--- config.mk ---
export PLATFORM = sky130hd
export DESIGN_NAME = irq_boundary_arbiter
export DESIGN_NICKNAME = d
export VERILOG_FILES = /design/src/rtl/irq_arb_pkg.sv /design/src/rtl/irq_arb_control.sv /design/src/rtl/irq_arb_datapath.sv /design/src/rtl/irq_boundary_arbiter.sv
export SDC_FILE = /design/constraint.sdc
export NUM_CORES = 1
export LEC_CHECK = 0
export CORE_MARGIN = 4
export CORE_UTILIZATION = 40
export CTS_BUF_LIST = sky130_fd_sc_hd__clkbuf_16
export DETAILED_ROUTE_END_ITERATION = 8
export PLACE_DENSITY = 0.66
export SETUP_SLACK_MARGIN = 0.15
export SLEW_MARGIN = 10
export SYNTH_ARGS = -nofsm -noshare
export SYNTH_HDL_FRONTEND = slang
export SYNTH_SLANG_ARGS = --single-unit
--- constraint.sdc ---
create_clock -name clk -period 11.85 [get_ports clk]
set_input_delay 2.9625 -clock clk [delete_from_list [all_inputs] [get_ports clk]]
set_output_delay 2.9625 -clock clk [all_outputs]
set_load 0.03 [all_outputs]
--- src/rtl/irq_arb_pkg.sv ---
package irq_arb_pkg;

  typedef enum logic [1:0] {
    CTL_IDLE = 2'd0,
    CTL_ONE  = 2'd1,
    CTL_TWO  = 2'd2
  } ctlState_e;

  typedef struct packed {
    logic latchWin;  // capture the arbitration winner
    logic loadVec;   // build the vector address
    logic clrPend;   // clear the winner's pending flag
  } ctlStrobe_t;

endpackage

--- src/rtl/irq_arb_control.sv ---
module irq_arb_control
  import irq_arb_pkg::*;
(
  input  logic       clk,
  input  logic       rst_n,
  input  logic       instrDone,
  input  logic       anyAllowed,
  input  logic       ack,
  output ctlStrobe_t strobe,
  output logic       vecValid
);

  ctlState_e state, stateNext;

  always_comb begin
    stateNext = state;
    strobe    = '0;
    unique case (state)
      CTL_IDLE: if (instrDone && anyAllowed) begin
        strobe.latchWin = 1'b1;
        stateNext       = CTL_ONE;
      end
      CTL_ONE: begin
        strobe.loadVec = 1'b1;
        stateNext      = CTL_TWO;
      end
      CTL_TWO: if (ack) begin
        strobe.clrPend = 1'b1;
        stateNext      = CTL_IDLE;
      end
      default: stateNext = CTL_IDLE;
    endcase
  end

  always_ff @(posedge clk or negedge rst_n) begin
    if (!rst_n) state <= CTL_IDLE;
    else        state <= stateNext;
  end

  assign vecValid = (state == CTL_TWO);

  // an idle sequencer stays idle without a boundary strobe
  assert_idle_waits_R4: assert property (@(posedge clk) disable iff (!rst_n)
    (state == CTL_IDLE && !instrDone) |=> (state == CTL_IDLE));

  // vector appears two edges after the boundary strobe
  assert_valid_after_two_R9: assert property (@(posedge clk) disable iff (!rst_n)
    $rose(vecValid) |-> $past(instrDone, 2));

  // acknowledge releases the vector
  assert_ack_release_R11: assert property (@(posedge clk) disable iff (!rst_n)
    (vecValid && ack) |=> !vecValid);

endmodule

--- src/rtl/irq_arb_datapath.sv ---
module irq_arb_datapath
  import irq_arb_pkg::*;
#(
  parameter int NUM_EXT = 4,
  parameter int NUM_INT = 3,
  parameter int LVL_W   = 2,
  parameter int VEC_W   = 16,
  parameter logic [VEC_W-1:0] VEC_BASE = 16'h0040,
  localparam int NUM_SRC = NUM_EXT + NUM_INT,
  localparam int IDX_W   = $clog2(NUM_SRC)
) (
  input  logic                     clk,
  input  logic                     rst_n,
  input  logic [NUM_EXT-1:0]       extReq,
  input  logic [NUM_INT-1:0]       intReq,
  input  logic [NUM_SRC*LVL_W-1:0] srcLevel,
  input  logic [LVL_W-1:0]         maskLevel,
  input  ctlStrobe_t               strobe,
  output logic                     anyAllowed,
  output logic [VEC_W-1:0]         vecAddr
);

  localparam logic [LVL_W-1:0] MAX_LVL = '1;

  logic [NUM_EXT-1:0] extRise;
  logic [NUM_SRC-1:0] setVec, clrVec, pendFlags;
  logic [IDX_W-1:0]   bestIdx, winIdx;
  logic [LVL_W:0]     bestLvl;

  // Two-flop synchronizer and edge detector per external line
  for (genvar j = 0; j < NUM_EXT; j++) begin : g_sync
    logic meta, syncd, prev;
    always_ff @(posedge clk or negedge rst_n) begin
      if (!rst_n) begin
        meta  <= 1'b0;
        syncd <= 1'b0;
        prev  <= 1'b0;
      end else begin
        meta  <= extReq[j];
        syncd <= meta;
        prev  <= syncd;
      end
    end
    assign extRise[j] = syncd && !prev;
  end

  assign setVec = {extRise, intReq};
  assign clrVec = strobe.clrPend ? (NUM_SRC'(1) << winIdx) : '0;

  always_ff @(posedge clk or negedge rst_n) begin
    if (!rst_n) pendFlags <= '0;
    else        pendFlags <= (pendFlags & ~clrVec) | setVec;
  end

  // Mask compare and priority selection
  always_comb begin
    logic [LVL_W-1:0] lvl;
    logic [LVL_W:0]   eff;
    logic             ok;
    bestIdx    = '0;
    bestLvl    = '0;
    anyAllowed = 1'b0;
    for (int i = 0; i < NUM_SRC; i++) begin
      lvl = srcLevel[i*LVL_W +: LVL_W];
      eff = (i == 0) ? {1'b1, {LVL_W{1'b0}}} : {1'b0, lvl};
      ok  = pendFlags[i] && ((i == 0) || (lvl == MAX_LVL) || (lvl > maskLevel));
      if (ok && (!anyAllowed || eff > bestLvl)) begin
        anyAllowed = 1'b1;
        bestLvl    = eff;
        bestIdx    = IDX_W'(i);
      end
    end
  end

  always_ff @(posedge clk or negedge rst_n) begin
    if (!rst_n) begin
      winIdx  <= '0;
      vecAddr <= VEC_BASE;
    end else begin
      if (strobe.latchWin) winIdx  <= bestIdx;
      if (strobe.loadVec)  vecAddr <= VEC_BASE + (VEC_W'(winIdx) << 1);
    end
  end

  // a detected set reaches its flag at the next edge
  assert_set_lands_R3: assert property (@(posedge clk) disable iff (!rst_n)
    1'b1 |=> ((pendFlags & $past(setVec)) == $past(setVec)));

  // flags never fall except on an acknowledge
  assert_flags_hold_R5: assert property (@(posedge clk) disable iff (!rst_n)
    !strobe.clrPend |=> (($past(pendFlags) & ~pendFlags) == '0));

  // an acknowledge drops only the winner's flag
  assert_clear_only_winner_R2: assert property (@(posedge clk) disable iff (!rst_n)
    strobe.clrPend |=> (($past(pendFlags) & ~(NUM_SRC'(1) << $past(winIdx)) & ~pendFlags) == '0));

  // a pending trap always takes the slot
  assert_trap_first_R7: assert property (@(posedge clk) disable iff (!rst_n)
    (strobe.latchWin && pendFlags[0]) |=> (winIdx == '0));

endmodule

--- src/rtl/irq_boundary_arbiter.sv ---
module irq_boundary_arbiter
  import irq_arb_pkg::*;
#(
  parameter int NUM_EXT = 4,
  parameter int NUM_INT = 3,
  parameter int LVL_W   = 2,
  parameter int VEC_W   = 16,
  parameter logic [VEC_W-1:0] VEC_BASE = 16'h0040,
  localparam int NUM_SRC = NUM_EXT + NUM_INT
) (
  input  logic                     clk,
  input  logic                     rst_n,
  input  logic [NUM_EXT-1:0]       extReq,
  input  logic [NUM_INT-1:0]       intReq,
  input  logic [NUM_SRC*LVL_W-1:0] srcLevel,
  input  logic [LVL_W-1:0]         maskLevel,
  input  logic                     instrDone,
  input  logic                     ack,
  output logic                     vecValid,
  output logic [VEC_W-1:0]         vecAddr
);

  ctlStrobe_t strobe;
  logic       anyAllowed;

  irq_arb_control u_ctl (
    .clk        (clk),
    .rst_n      (rst_n),
    .instrDone  (instrDone),
    .anyAllowed (anyAllowed),
    .ack        (ack),
    .strobe     (strobe),
    .vecValid   (vecValid)
  );

  irq_arb_datapath #(
    .NUM_EXT  (NUM_EXT),
    .NUM_INT  (NUM_INT),
    .LVL_W    (LVL_W),
    .VEC_W    (VEC_W),
    .VEC_BASE (VEC_BASE)
  ) u_dp (
    .clk        (clk),
    .rst_n      (rst_n),
    .extReq     (extReq),
    .intReq     (intReq),
    .srcLevel   (srcLevel),
    .maskLevel  (maskLevel),
    .strobe     (strobe),
    .anyAllowed (anyAllowed),
    .vecAddr    (vecAddr)
  );

  // vector held steady until acknowledged
  assert_vec_hold_R10: assert property (@(posedge clk) disable iff (!rst_n)
    (vecValid && !ack) |=> (vecValid && $stable(vecAddr)));

endmodule

After elaboration in Yosys (flattened, before gate mapping)
Index checks and enable logic that the tools add are counted.
W data, S select, Z words.
{ "word_totals": {"reg_bits": 40, "latch_bits": 0, "ramBits": 0, "romBits": 0, "out_inout_bits": 17, "elab_cells": 112, "n_memories": 0} }
{ "classes": {"addsub": 1, "multipliers": 0, "n_div": 0, "n_lt_le_gt_ge": 12, "eq_ne": 10, "n_shift": 1, "muxes": 28, "bitwise": 3, "n_reduce_logical": 41} }
{ "ops": {"columns": ["operator", "count"], "rows": [
  ["$mux W3", 11],
  ["$gt A2 B3 Y1", 6],
  ["$logic_and A1 B1 Y1", 17],
  ["$eq A2 B2 Y1 const B", 7],
  ["$mux W1", 13],
  ["$gt A2 B2 Y1", 6],
  ["$logic_or A1 B1 Y1", 12],
  ["$logic_not A1 Y1", 10],
  ["$add A7 B4 Y8 const A", 1],
  ["$and A7 B7 Y7", 1],
  ["$mux W7", 1],
  ["$not A7 Y7", 1],
  ["$or A7 B7 Y7", 1],
  ["$shl A1 B3 Y7 const A", 1],
  ["$pmux W2 S3", 1],
  ["$mux W2", 2],
  ["$eq A2 B1 Y1 const B", 1],
  ["$logic_not A2 Y1", 1],
  ["$ne A2 B1 Y1 const B", 1],
  ["$ne A2 B2 Y1 const B", 1],
  ["$reduce_and A2 Y1", 1]
]} }

Logic depth before layout (Yosys ltp)
Gate-level depths: netlist of the first run.
{ "depth": {"depth_word": 28, "ltp_mapped": 39, "depth_no_buf": 38} }

Modules after synthesis
From an unflattened synthesis of the first run, not the netlist that was laid out.
{ "unflattened": {"cells_unflattened": 203, "hier_area_um2": 1938.1} }
{ "modules_own_cells": {"columns": ["mod", "n_inst", "cells_per_inst", "area_each_um2"], "rows": [
  ["irq_arb_datapath", 1, 192, 1834.3],
  ["irq_arb_control", 1, 11, 103.8]
]} }

Worst setup path after synthesis of the first run
OpenSTA, ideal clock, no wires.
{ "synth_timing": {"path_kind": "input to register", "startpoint": "input port maskLevel[1]", "endpoint": "register u_dp.winIdx[1]", "arrival_ns": 9.327, "required_time_ns": 11.729, "slack_ns": 2.402, "cell_stages": 37, "path_cell_list": "inv_1 -> ha_1 -> nor2b_1 -> o211ai_2 -> and2_1 -> clkbuf_2 -> or3_1 -> ha_1 -> nor2b_1 -> a2bb2oi_1 -> o21a_1 -> o32ai_1 -> nand2b_1 -> ha_1 -> nor2b_1 -> o21ai_0 -> o21ai_1 -> and2_1 -> o21a_1 -> ha_1 -> nor2b_1 -> o21ai_0 -> a21oi_1 -> a41oi_1 -> o211ai_1 -> o21ai_0 -> ha_1 -> nor2b_1 -> o21ai_0 -> o41a_1 -> nor2_2 -> mux2_1 -> ha_1 -> a21oi_1 -> o211ai_1 -> nand3_1 -> o22a_1"} }
{ "synth_between": {"elab_chain_len": 28} }
{ "synth_lines": {"columns": ["element", "line_no", "rtl"], "rows": [
  ["start: declaration", "irq_boundary_arbiter.sv:16", "input logic [LVL_W-1:0] maskLevel,"],
  ["$gt A2 B2 Y1", "irq_arb_datapath.sv:66", "ok = pendFlags[i] && ((i == 0) || (lvl == MAX_LVL) || (lvl > maskLevel));"],
  ["$logic_or A1 B1 Y1", "irq_arb_datapath.sv:66", null],
  ["$logic_and A1 B1 Y1", "irq_arb_datapath.sv:66", null],
  ["$logic_and A1 B1 Y1", "irq_arb_datapath.sv:67", "if (ok && (!anyAllowed || eff > bestLvl)) begin"],
  ["$mux W3 or $mux W1 (tied branches)", "irq_arb_datapath.sv:67", null],
  ["$gt A2 B3 Y1 or $logic_not A1 Y1 (tied branches)", "irq_arb_datapath.sv:67", null],
  ["$logic_or A1 B1 Y1", "irq_arb_datapath.sv:67", null],
  ["$logic_and A1 B1 Y1", "irq_arb_datapath.sv:67", null],
  ["[... 12 more ...]", null, null],
  ["$mux W3 or $mux W1 (tied branches)", "irq_arb_datapath.sv:67", null],
  ["$gt A2 B3 Y1 or $logic_not A1 Y1 (tied branches)", "irq_arb_datapath.sv:67", null],
  ["$logic_or A1 B1 Y1", "irq_arb_datapath.sv:67", null],
  ["$logic_and A1 B1 Y1", "irq_arb_datapath.sv:67", null],
  ["$mux W1", "irq_arb_datapath.sv:67", null],
  ["$logic_and A1 B1 Y1", "irq_arb_control.sv:19", "CTL_IDLE: if (instrDone && anyAllowed) begin"],
  ["$mux W1", "irq_arb_control.sv:19", null],
  ["$mux W1", "irq_arb_control.sv:18", "unique case (state)"],
  ["end signal: assignment", "irq_arb_datapath.sv:80", "if (strobe.latchWin) winIdx <= bestIdx;"],
  ["end: declaration", "irq_arb_datapath.sv:27", "logic [IDX_W-1:0] bestIdx, winIdx;"]
]} }
Parallel ways exist; a longest one is shown, timed or not.
A chain may end at the register's enable or synchronous reset.

Final worst setup path of the first run
{ "layout_timing": {"startpoint": "input port maskLevel[1]", "endpoint": "register u_dp.winIdx[2]"} }
The elaborated chain is that of the path after synthesis.

==> results by group, run 1 <==
Status
  • Status: completed

Yosys
  • Ys flop type: dfrtp_1
  • Post-Syn Area: approximately 0.0019 mm2
  • Yosys cell types: 46
  • Synthesis Warnings: 0
  • Area contributors post-synth: dfrtp_1 36%, ha_1 15%, buf_4 5.2%
  • Post-synthesis adder-cell area fraction: around 15%
  • Top-count cell post-synth: dfrtp_1
  • Async S/R FF share, synth: between 90% and 100%
  • Leading cell types by count after synthesis: 27 x dfrtp_1, 22 x ha_1, 16 x nand2_1, 16 x o21ai_0, 15 x inv_1
  • Register area share after synthesis: between 30 and 40%
  • Post-synthesis simple-gate area fraction: 18.7%
  • Syn_area_per_cell: roughly 9.2 um2
  • Compound-Gate Fraction of Synth Area: 19.9%
  • XOR/XNOR Fraction of Synth Area: 0%
  • Post-synth top area cell: dfrtp_1
  • Mux share of post-synthesis cell area: under 10%
  • Yosys reg bits: 27
  • Synth top area share: approximately 36%
  • Largest family of logic cells by synthesized area: compound AO/OA/AOI/OAI gates
  • Synthesized netlist cell count: 204
  • Number of synthesized flops with an enable pin: 0

Clock tree
  • Bufs on Longest Clock Path: 2
  • Clk slew on worst S/H paths: 0.06 ns
  • CTS hold repair buffers: 0
  • Total CTS buffers: 3
  • CTS tree: yes
  • H-tree Lvls: 1
  • Worst-skew pair later-pin latency: roughly 0.26 ns
  • Post-CTS Repair Setup Buffers: 0
  • Clock sink count: 27
  • Cts repair resizes: 0
  • Root buffer cell: clkbuf_16

Setup path
  • Arr. time, crit path: between 10 and 15 ns
  • Slowest Stage Delay on Critical Path: about 0.47 ns
  • Worst Setup Path Type: in -> reg
  • Crit-path slowest cell: a41oi_1
  • Critical-path maximum fanout: 8
  • Crit path capture type: flip-flop
  • Required @ worst endpoint: 11.99 ns
  • Worst Reg-to-Reg Cells: 34
  • Startpoint types: input pin

Pwr
  • Pwr/cell area: ~140 mW/mm2
  • Worst ir drop on vdd: 0.0000988 V
  • Static Leak: roughly 1.0 nW
  • Final Total Pwr: 0.311 mW

Route
  • Drt first pass iters: 2
  • Via count: 1,468
  • Total wire length: between 3000 and 4000 um
  • Post-route ant nets: 0
  • DRC violations left: 0
  • DR vias/cell: 5.15
  • Post-DR wirelength/cell: 12.8 um
  • Initial DRC count: 75

Global routing
  • GR Util met3: 1.77%
  • Initial antenna violation count: 0
  • Met2 usage: 22.7%
  • GRT met1 Usage: between 10% and 20%
  • First-pass GRT wire length: approximately 6400 um
  • Vias in the first global route: approximately 1,500
  • Total GRT Usage: 13.0%
  • Gr ovfl total: 0
  • Global route hottest layer: met2
  • Largest net degree at the start of global routing: 28

STA
  • Tmin final: between 10 and 15 ns
  • Fmax: ~95 MHz
  • Slew headroom: ~61%
  • RSZ-0062 raised after global routing: false
  • Final slew viol count: 0
  • Setup TNS: 0 ns
  • Worst hold margin: 0.351 ns
  • # setup viols final: 0
  • Setup Skew: approximately 0.0027 ns
  • Final Hold Vio Count: 0
  • Worst slew pin tran: approximately 0.57 ns
  • Fin crit share: between 80% and 90%

Final layout
  • Layout cell share with drive strength beyond 1: roughly 5.6%
  • Nets: 283
  • Fillers: 430
  • N_diodes: 0
  • Layout overhead on the synthesized area: 19.5%
  • Fin area: 0.00225 mm2

Die
  • I/O Pins: 44
  • CORE AREA: 0.00444 mm2
  • Full die area: 0.00586 mm2
  • Die height: 76.6 um
  • Initial Util: a little over two fifths
  • Rows: 24
  • Die Wd: 76.6 um

Place
  • Post-DP HPWL: ~3000 um
  • I/O Buffers: 28
  • GP Congestion: between 0.7 and 0.8
  • Dpl cell area: between 0.002 and 0.0025 mm2

Worst hold path
  • Worst min-delay path class: reg -> reg
  • Hold Path Depth: 0

Job
  • Max-Cap Viols: 0
[report_power, final]
| group | internal (mW) | switching, mW | total [mW] |
|---|---|---|---|
| combinational | 0.0512 | 0.0620 | 0.113 |
| sequential | 0.109 | 0.0155 | 0.124 |
| clock | 0.0451 | 0.0282 | 0.0733 |
| total | 0.205 | 0.106 | 0.311 |
[layout by cell type (no fill, tap or decap), types with 4 or more instances in the layout]
cell type and count:
nor2_1 9, inv_1 16, nand2b_1 4, dfrtp_1 27, nand2_1 16, o211ai_1 4, ha_1 22, nor2b_1 12
clkdlybuf4s50_1 28, a21oi_1 9, o21ai_0 16, conb_1 13, nand3_1 7
[critical path: cells and delay by family]
kind,cells,cell delay (ns)
buffers and inverters,2,0.59
AND/OR/NAND/NOR,13,2.05
adder cells (fa/ha/maj),6,1.78
AO/OA/AOI/OAI,17,3.30
[cell type report]
type,instances,area [um2],area share [%]
tap,52,65.1,2.90
sequential,27,676,30.1
timing repair buffer,29,288,12.8
multi-input combinational,158,1080,48.2
clock inverter,1,3.75,0.167
clock buffer,3,75.1,3.34
inverter,15,56.3,2.51
[state kept, by name, indices dropped and copies added (netlist names)]
| signal | flops |
|---|---|
| u_ctl.state | 2 |
| u_dp.g_sync.meta | 4 |
| u_dp.g_sync.syncd | 4 |
| u_dp.pendFlags | 7 |
| u_dp.winIdx | 3 |
| u_dp.vecAddr | 3 |
| u_dp.g_sync.prev | 4 |
[kinds of logic (layout without fill, tap and decap cells)]
logic type | Yosys count | after routing
simple gates | 65 | 65
compound gates | 55 | 55
buf+inv | 30 | 48
flops | 27 | 27
fa+ha+maj | 22 | 22
mux | 3 | 3
other cells | 2 | 13
[path summary, 6_finish.rpt]
path / start / endpoint / slack (ns)
setup / recovery: maskLevel[1] / u_dp.winIdx[2]$_DFFE_PN0P_ / 1.28
min in group asynchronous: rst_n / u_ctl.state[1]$_DFFE_PN0P_ / 3.06
setup reg to reg: u_dp.pendFlags[1]$_DFF_PN0_ / u_dp.winIdx[2]$_DFFE_PN0P_ / 4.64
hold / removal: u_dp.g_sync[2].meta$_DFF_PN0_ / u_dp.g_sync[2].syncd$_DFF_PN0_ / 0.35
hold reg to reg: u_dp.g_sync[2].meta$_DFF_PN0_ / u_dp.g_sync[2].syncd$_DFF_PN0_ / 0.35
max in group asynchronous: rst_n / u_dp.g_sync[1].syncd$_DFF_PN0_ / 8.54
[layer usage]
layer | wire length, um | up-vias
li1 | - | 757
met1 | 1730 | 681
met2 | 1760 | 25
met3 | 124 | 5
met4 | 49 | 0
met5 | 0 | -
[through the flow]
step	util, %	setup slack, ns	std cells
final	50.6	1.28	285
after global routing	50.6	0.659	285
after CTS	50.6	1.30	285
after global placement	48.8	1.10	281
after detailed placement	48.8	1.06	281
after floorplan	-	2.40	215
Power figures use the tool's default switching activity.
==> run 2: changes to the inputs <==
CORE_ASPECT_RATIO = 1.2   (was default)
SKIP_LAST_GASP = 1   (was default)
==> run 2 against run 1 <==
Compared with the run above:
- sequential power about the same
- first-iteration DRC count decreased by 9.3%
- critical path depth unchanged
- utilization decreased by 1.1 points
- non-clock buffer count unchanged
- via count increased by 0.75%
- clock power about the same
- clock skew decreased by 0.0014 ns
- critical endpoint is now u_dp.winIdx[1]$_DFFE_PN0P_
- largest cell class unchanged
==> results by group, run 2 (synthesized netlist as in run 1, its figures left out) <==
Status
  • Status: completed (unchanged)

STA
  • Setup TNS: 0 ns (unchanged)
  • Setup Skew: 0.00132 ns (was 0.00270 ns)
  • Fmax: 95.0 MHz (was 94.6 MHz)
  • # setup viols final: 0 (unchanged)
  • RSZ-0062 raised after global routing: false (unchanged)
  • Fin crit share: 88.8% (was 89.2%)
  • Worst slew pin tran: 0.541 ns (was 0.572 ns)
  • Final Hold Vio Count: 0 (unchanged)
  • Tmin final: 10.52 ns (was 10.57 ns)
  • Slew headroom: 63.5% (was 61.4%)
  • Final slew viol count: 0 (unchanged)

Pwr
  • Pwr/cell area: 137 mW/mm2 (was 138 mW/mm2)
  • Static Leak: 0.998 nW (was 1.00 nW)
  • Worst ir drop on vdd: 0.000112 V (was 0.0000988 V)

Route
  • Via count: 1,479 (was 1,468)
  • Post-DR wirelength/cell: 12.4 um (was 12.8 um)
  • Total wire length: 3620 um (was 3660 um)
  • DRC violations left: 0 (unchanged)
  • DR vias/cell: 5.08 (was 5.15)
  • Post-route ant nets: 0 (unchanged)
  • Drt first pass iters: 4 (was 2)
  • Initial DRC count: 68 (was 75)

Clock tree
  • Cts repair resizes: 0 (unchanged)
  • Total CTS buffers: 3 (unchanged)
  • Clk slew on worst S/H paths: 0.06 ns (about the same)
  • CTS hold repair buffers: 0 (unchanged)
  • H-tree Lvls: 1 (unchanged)
  • Worst-skew pair later-pin latency: 0.26 ns (about the same)
  • Bufs on Longest Clock Path: 2 (unchanged)
  • Clock sink count: 27 (unchanged)
  • Root buffer cell: clkbuf_16 (unchanged)
  • CTS tree: yes (unchanged)
  • Post-CTS Repair Setup Buffers: 0 (unchanged)

Global routing
  • Total GRT Usage: 12.8% (was 13.0%)
  • GRT met1 Usage: 14.7% (was 16.4%)
  • Gr ovfl total: 0 (unchanged)
  • Vias in the first global route: 1,465 (was 1,455)
  • Global route hottest layer: met2 (unchanged)
  • Largest net degree at the start of global routing: 28 (unchanged)
  • Met2 usage: 23.1% (was 22.7%)
  • First-pass GRT wire length: 6200 um (was 6430 um)
  • GR Util met3: 2.30% (was 1.77%)
  • Initial antenna violation count: 0 (unchanged)

Setup path
  • Slowest Stage Delay on Critical Path: 0.45 ns (was 0.47 ns)
  • Arr. time, crit path: 10.67 ns (was 10.72 ns)
  • R2r setup slk: 4.67 ns (was 4.64 ns)
  • Worst Setup Path Type: in -> reg (unchanged)
  • Critical-path maximum fanout: 8 (unchanged)
  • Startpoint types: input pin (unchanged)
  • Crit path capture type: flip-flop (unchanged)
  • Crit-path slowest cell: clkdlybuf4s50_1 (was a41oi_1)
  • Required @ worst endpoint: 12.00 ns (was 11.99 ns)

Final layout
  • Fin area: 0.00226 mm2 (was 0.00225 mm2)
  • Fin util: 49.5% (was 50.6%)
  • Top reg by flops: u_dp.pendFlags (unchanged)
  • Max FFs per register: 7 (unchanged)
  • Commonest non-fill, non-tap cell in the layout: clkdlybuf4s50_1 (unchanged)
  • Most frequent cells in the layout: 28 x clkdlybuf4s50_1, 27 x dfrtp_1, 22 x ha_1 (unchanged)
  • Nets: 283 (unchanged)
  • N_diodes: 0 (unchanged)
  • Layout cell share with drive strength beyond 1: 6.01% (was 5.58%)
  • Layout overhead on the synthesized area: 20.0% (was 19.5%)

Die
  • CORE AREA: 0.00456 mm2 (was 0.00444 mm2)
  • Rows: 27 (was 24)
  • Die Wd: 70.6 um (was 76.6 um)
  • Initial Util: 41.2% (was 42.3%)
  • Full die area: 0.00587 mm2 (was 0.00586 mm2)
  • I/O Pins: 44 (unchanged)
  • Die height: 83.1 um (was 76.6 um)

Place
  • Dpl cell area: 0.00218 mm2 (was 0.00217 mm2)
  • I/O Buffers: 28 (unchanged)
  • Post-DP HPWL: 2950 um (was 2970 um)
  • GP Congestion: 0.837 (was 0.800)

Job
  • Max-Cap Viols: 0 (unchanged)

Worst hold path
  • Worst min-delay path class: reg -> reg (unchanged)
run 2: changes by cell type in the layout (fill, tap and decap cells not counted):
cell / delta
inv_1: -1
clkinv_2: +1
run 2: metrics by stage:
step	cells	total power, mW	setup WS, ns	hold WS [ns]
finish	291	0.310	1.33	0.350
global route	291	0.334	0.628	0.357
CTS	291	0.314	1.30	0.353
detailed placement	287	0.238	1.09	0.339
global placement	287	0.237	1.09	0.332
floorplan	215	0.203	2.40	0.331
run 2: worst max-delay path: cells and delay by family:
family	cells	cell delay [ns]
AO/OA/AOI/OAI	17	3.28
adder cells (fa/ha/maj)	6	1.76
AND/OR/NAND/NOR	13	2.06
buffers and inverters	2	0.58
run 2: power breakdown:
part           switching [mW]  total, mW  internal (mW)
registers              0.0150      0.124          0.109
clock network          0.0279     0.0733         0.0454
logic                  0.0619      0.113         0.0510
total                   0.105      0.310          0.205
run 2: metal layers:
| layer | vias to the layer above | routed length, um |
|---|---|---|
| met5 | - | 0 |
| met4 | 0 | 60 |
| met3 | 5 | 161 |
| met2 | 36 | 1790 |
| met1 | 683 | 1610 |
| li1 | 755 | - |
run 2: final timing paths:
path                                                    start                             end  cells after the start
max in group asynchronous                               rst_n   u_dp.g_sync[3].prev$_DFF_PN0_                      2
worst min-delay path            u_dp.g_sync[2].meta$_DFF_PN0_  u_dp.g_sync[2].syncd$_DFF_PN0_                      0
min in group asynchronous                               rst_n  u_dp.g_sync[0].syncd$_DFF_PN0_                      2
worst max-delay path                             maskLevel[1]      u_dp.winIdx[1]$_DFFE_PN0P_                     38
worst max register to register    u_dp.pendFlags[1]$_DFF_PN0_      u_dp.winIdx[1]$_DFFE_PN0P_                     34
worst min register to register  u_dp.g_sync[2].meta$_DFF_PN0_  u_dp.g_sync[2].syncd$_DFF_PN0_                      0
run 2: final cells by class:
class | instances | area (um2)
Tap cell | 58 | 72.6
Multi-Input combinational cell | 158 | 1080
Timing Repair Buffer | 29 | 288
Clock buffer | 3 | 75.1
Sequential cell | 27 | 676
Clock inverter | 1 | 5.00
Inverter | 15 | 56.3
Fill cell | 445 | 2300
==> run 3: changes to the inputs <==
CAP_MARGIN = 20   (was default)
==> results of run 3 <==
No change in the layout: final DEF, timing and power equal those of run 2.
